### src/rtl/ehr_pkg.sv
package ehr_pkg;
  localparam int unsigned EHR_PORTS_DEF = 2;
  localparam int unsigned EHR_WIDTH_DEF = 32;
endpackage

### src/rtl/ehr_bypass_stage.sv
// One link of the ordered write chain: the lane's data wins when it is enabled.
module ehr_bypass_stage #(
  parameter int unsigned DATA_W = 8
) (
  input  logic              en,
  input  logic [DATA_W-1:0] wdata,
  input  logic [DATA_W-1:0] prev,
  output logic [DATA_W-1:0] nxt
);
  always_comb begin
    nxt = en ? wdata : prev;
  end
endmodule

### src/rtl/ehr_state_reg.sv
module ehr_state_reg #(
  parameter int unsigned       DATA_W    = 8,
  parameter logic [DATA_W-1:0] RESET_VAL = '0
) (
  input  logic              clk,
  input  logic              rst,
  input  logic [DATA_W-1:0] d,
  output logic [DATA_W-1:0] q
);
  always_ff @(posedge clk) begin
    if (rst) q <= RESET_VAL;
    else     q <= d;
  end
endmodule

### src/rtl/multi_port_ehr.sv
module multi_port_ehr
  import ehr_pkg::*;
#(
  parameter int unsigned       NUM_PORTS = EHR_PORTS_DEF,
  parameter int unsigned       DATA_W    = EHR_WIDTH_DEF,
  parameter logic [DATA_W-1:0] RESET_VAL = '0
) (
  input  logic                        clk,
  input  logic                        rst,
  input  logic [NUM_PORTS-1:0]        wr_en,
  input  logic [NUM_PORTS*DATA_W-1:0] wr_data,
  output logic [NUM_PORTS*DATA_W-1:0] rd_data
);
  localparam int unsigned TOTAL_W = NUM_PORTS * DATA_W;

  logic [DATA_W-1:0] stored;
  logic [DATA_W-1:0] chain [NUM_PORTS+1];

  initial begin
    if (NUM_PORTS < 1) $error("NUM_PORTS must be at least 1");
  end

  assign chain[0] = stored;

  for (genvar k = 0; k < NUM_PORTS; k++) begin : g_lane
    ehr_bypass_stage #(.DATA_W(DATA_W)) stage_i (
      .en    (wr_en[k]),
      .wdata (wr_data[k*DATA_W +: DATA_W]),
      .prev  (chain[k]),
      .nxt   (chain[k+1])
    );
    assign rd_data[k*DATA_W +: DATA_W] = chain[k];

    if (k > 0) begin : g_chk
      // an enabled writer directly below lane k is what lane k reads
      assert_bypass_R3: assert property (@(posedge clk) disable iff (rst)
        wr_en[k-1] |-> rd_data[k*DATA_W +: DATA_W] == wr_data[(k-1)*DATA_W +: DATA_W]);
    end
  end

  ehr_state_reg #(.DATA_W(DATA_W), .RESET_VAL(RESET_VAL)) state_i (
    .clk (clk),
    .rst (rst),
    .d   (chain[NUM_PORTS]),
    .q   (stored)
  );

  assert_reset_R1: assert property (@(posedge clk)
    rst |=> rd_data[DATA_W-1:0] == RESET_VAL);

  assert_last_wins_R4: assert property (@(posedge clk) disable iff (rst)
    wr_en[NUM_PORTS-1] |=> rd_data[DATA_W-1:0] == $past(wr_data[TOTAL_W-1 -: DATA_W]));

  assert_hold_R4: assert property (@(posedge clk) disable iff (rst)
    (wr_en == '0) |=> $stable(rd_data[DATA_W-1:0]));

  assert_idle_R7: assert property (@(posedge clk) disable iff (rst)
    (wr_en == '0) |-> rd_data == {NUM_PORTS{rd_data[DATA_W-1:0]}});
endmodule

### config.mk
export PLATFORM = sky130hd
export DESIGN_NAME = multi_port_ehr
export DESIGN_NICKNAME = d
export VERILOG_FILES = /design/src/rtl/ehr_pkg.sv /design/src/rtl/ehr_bypass_stage.sv /design/src/rtl/ehr_state_reg.sv /design/src/rtl/multi_port_ehr.sv
export SDC_FILE = /design/constraint.sdc
export NUM_CORES = 1
export LEC_CHECK = 0
export BUFFER_PORTS_ARGS = -buffer_cell sky130_fd_sc_hd__buf_2
export CAP_MARGIN = 30
export CORE_AREA = 2 2 75 77
export CTS_BUF_LIST = sky130_fd_sc_hd__clkbuf_16
export DETAILED_ROUTE_END_ITERATION = 10
export DIE_AREA = 0 0 77 79
export GPL_TIMING_DRIVEN = 0
export HOLD_SLACK_MARGIN = 0.03
export PLACE_DENSITY_LB_ADDON = 0.3
export SLEW_MARGIN = 20
export SYNTH_ARGS = -nofsm -noshare
export SYNTH_HDL_FRONTEND = slang
export SYNTH_SLANG_ARGS = --single-unit
### constraint.sdc
create_clock -name clk -period 1.3 [get_ports clk]
set_input_delay 0.13 -clock clk [delete_from_list [all_inputs] [get_ports clk]]
set_output_delay 0.13 -clock clk [all_outputs]
set_load 0.02 [all_outputs]
======== Word level (Yosys, flattened, before mapping) ========
Cells that the tools add are included.
W data, S select, Z words.
word-level totals
  register bits ........................... 32
  latch bits .............................. 0
  memory bits (writable) .................. 0
  memory bits (read-only) ................. 0
  input bits .............................. 68
  output and inout bits ................... 64
  word-level logic and storage cells ...... 3
  memories kept ........................... 0
cells by class
  add/sub/neg operators ................... 0
  $mul .................................... 0
  divide/modulo/power cells ............... 0
  magnitude comparators ................... 0
  eq/ne operators ......................... 0
  shift operators ......................... 0
  muxes and demuxes ....................... 2
  bitwise gates (word level) .............. 0
  reductions and logical operators ........ 0
operators by type and width
  kind      count
  $mux W32  2

======== Logic depth before layout (Yosys ltp) ========
  word-level depth ........................ 2
  gate-level depth with buffers ........... 4
  mapped depth without buffers ............ 2

======== Modules after synthesis ========
A second synthesis with hierarchy kept.
second synthesis, totals
  cells, all modules ...................... 139
  area total of the unflattened synthesis .. 1951.9 um^2
modules (own cells, without submodules)
  module            instances  cells each  area each (um^2)  sequential area each (um^2)
  ehr_bypass_stage  2          36          544.3             0.0
  ehr_state_reg     1          67          863.3             640.6

======== Worst setup path after synthesis ========
No wires, ideal clock.
  path type ............................... input -> register
  start ................................... input port wr_en[0]
  end ..................................... register state_i.q[0]
  setup time .............................. 0.116 ns
  arrival ................................. 0.875 ns
  data required time ...................... 1.184 ns
  path slack .............................. 0.309 ns
  cell stages on the path ................. 4
  buffers on the path ..................... 2
  path through ............................ buf_6 -> buf_12 -> mux2_4 -> o211a_1
RTL lines
  element               line                  RTL
  start, declared       multi_port_ehr.sv:10  input logic [NUM_PORTS-1:0] wr_en,
  end signal, assigned  ehr_state_reg.sv:11   if (rst) q <= RESET_VAL;
  end signal, assigned  ehr_state_reg.sv:12   else q <= d;
  end, declared         ehr_state_reg.sv:8    output logic [DATA_W-1:0] q

==> run_results.csv <==
group,metric,value,unit
run_status,status,"complete, no violations",
routing,drt_wl_total,4.93,mm
routing,viasPerCell,4.41,
min_path,min_to,"state_i.q[30]",
final_layout,top_regs,"state_i.q: 32 flops",
clock_tree,clock-root-buffer,"clkbuf_16",
critical_path,ff2ff_setup_slack,0.40,ns
timing,fmax,790,MHz
synthesis,syn_inst,207,
place,place.gp.congestion,0.732,
routing,wl_per_cell,11.9,um
critical_path,critical_path.cell_chain,"mux2_4 > buf_4 > buf_2",
floorplanning,die-area,6080,um^2
clock_tree,clock_latency,0.27,ns
critical_path,cp_slowest_cell,"dfxtp_1",
critical_path,cp.required,1.17,ns
critical_path,worst_setup_path_end_kind,"output port",
place,pre_cts_slack,0.158,ns
floorplanning,core_area,5340,um^2
critical_path,crit_path_start_kind,"flop",
critical_path,crit_fanout,2,
final_layout,layout.nets,411,
synthesis,synth_warnings,0,
grt,overflow,0,
final_layout,final_cell_mix,"buf_2, buf_4, nand2b_1, o211a_1, dfxtp_1",
clock_tree,numCtsBuffers,5,
floorplanning,start_util,0.418,
pwr,p_per_area,1040,nW/um^2
final_layout,area_delta_synth_final,39.0,%
clock_tree,hold_buffers,0,
clock_tree,cts_tree,"built",
synthesis,syn_nets,275,
run,cap_violations,0,
clock_tree,h-tree-depth,2,
place,numPortBuffers,129,
final_layout,largest_reg_flops,32,
grt,grt_max_degree,11,
clock_tree,cts.sinks,32,
synthesis,ys_seq_area_frac,0.287,
clock_tree,cts_buffer_depth,2,
routing,vias,1836,
place,dp.cells,408,
floorplanning,fp.dieH,79,um
synthesis,syn_area,2230,um^2
grt,grt_use_total,0.159,
critical_path,rr_worst_depth,2,
floorplanning,fp-row-count,27,
clock_tree,cts.repair.resized,0,
min_path,hold_class,"in2reg",
place,hpwl,3.81,mm
clock_tree,cts_setup_buffers,0,
clock_tree,clk_pin_slew,0.05,ns
synthesis,yosysTopAreaCell,"dfxtp_1",
timing,setup_viol_count_final,0,
grt,antenna_found_initial,0,
synthesis,synth_seq_cells,32,
final_layout,regMostFlops,"state_i.q",
timing,worst_pin_slew,0.493,ns
floorplanning,die_w,77,um
min_path,whs_path_depth,3,
pwr,peakVddDrop,0.000623,V
timing,final_max_slew_viol_count,0,
timing,skew,0,ns
pwr,cellLeakagePower,1.94,nW
final_layout,final_common_cell,"buf_2",
critical_path,arrival,1.14,ns
synthesis,ys_types,11,
routing,drc,0,
synthesis,avgSynthCellArea,10.8,um^2
critical_path,r2r-start,"state_i.q[9]",
routing,drtIter0Drc,51,
grt,grt_pass1_vias,1805,
critical_path,worstSetupPathType,"reg2out",
critical_path,r2r-end,"state_i.q[9]",
final_layout,antenna_cells,0,
synthesis,yosys-top-cells-area,"dfxtp_1, buf_4, mux2_4",
floorplanning,io_pins,132,
timing,period_minus_slack,1.27,ns
routing,dr.pass1.iters,4,
routing,final_antenna_net_count,0,
timing,fin_ws,0.0335,ns
synthesis,synth_top_area_share,0.287,
final_layout,drive_above_1_share,0.695,
timing,rsz0062_at_grt,"false",
timing,timing.final.crit_share,0.974,
critical_path,cpPeakStageDelay,0.31,ns
timing,hold_viol,0,
timing,fin_tns_setup,0,ns
min_path,hp-start,"rst",
final_layout,finalNonFillerCells,416,
grt,grt_pass1_wl,7.77,mm
timing,timing.slew.headroom,0.671,
==> synth_stat cells <==
library cell and n:
buf_12 3, buf_2 5, buf_4 64, buf_6 1, clkbuf_1 5, dfxtp_1 32, inv_1 1, mux2_2 2
mux2_4 30, nand2b_1 32, o211a_1 32
==> how the worst max path moves through the flow <==
stage / endpoint / startpoint
after detailed placement: state_i.q[17] / wr_en[1]
after CTS: rd_data[54] / state_i.q[22]
final: rd_data[54] / state_i.q[22]
after global routing: rd_data[58] / state_i.q[26]
after floorplan: state_i.q[0] / wr_en[0]
after global placement: state_i.q[19] / wr_en[1]
==> area by class of cell <==
cell class	instances	area, um^2
tap	72	90.1
timing repair buffer	129	646
fill	501	2230
multi-input combinational	96	993
inverter	1	3.75
buffer	78	596
clock inverter	3	11.3
clock buffer	5	125
sequential	32	641
==> cell families after synthesis <==
logic type	after synthesis	synth area share
AO/OA/AOI/OAI	32	0.143
buffers and inverters	79	0.268
flip-flops	32	0.287
multiplexers	32	0.212
AND/OR/NAND/NOR	32	0.0896
==> critical path, delay by kind of cell, from the launching register on <==
kind                   cells  cell delay (ns)
multiplexers               1             0.27
flip-flops                 1             0.31
buffers and inverters      2             0.28
==> where the power goes <==
group	switching [W]	leakage, nW	internal (W)
Clock	0.000386	0.0738	0.000687
Sequential	0.0000373	0.267	0.00106
Combinational	0.000474	1.60	0.000586
==> stage by stage <==
stage | total power [W] | hold WS [ns] | instance area, um^2 | utilization
4_1_cts | 0.00328 | 0.165 | 3110 | 0.582
3_5_place_dp | 0.00219 | 0.449 | 2970 | 0.556
6_report | 0.00323 | 0.165 | 3110 | 0.582
2_1_floorplan | 0.00189 | 0.331 | 2230 | -
5_1_grt | 0.00338 | 0.185 | 3110 | 0.582
3_3_place_gp | 0.00217 | 0.442 | 2970 | 0.556
==> routing by layer <==
metal	track usage	vias up	routed length, um
met2	0.297	88	2440
met3	0.0523	5	420
li1	-	910	-
met4	0.0429	0	41
met5	0	-	0
met1	0.172	833	2030
No activity file was read; power rests on OpenSTA's default activity.
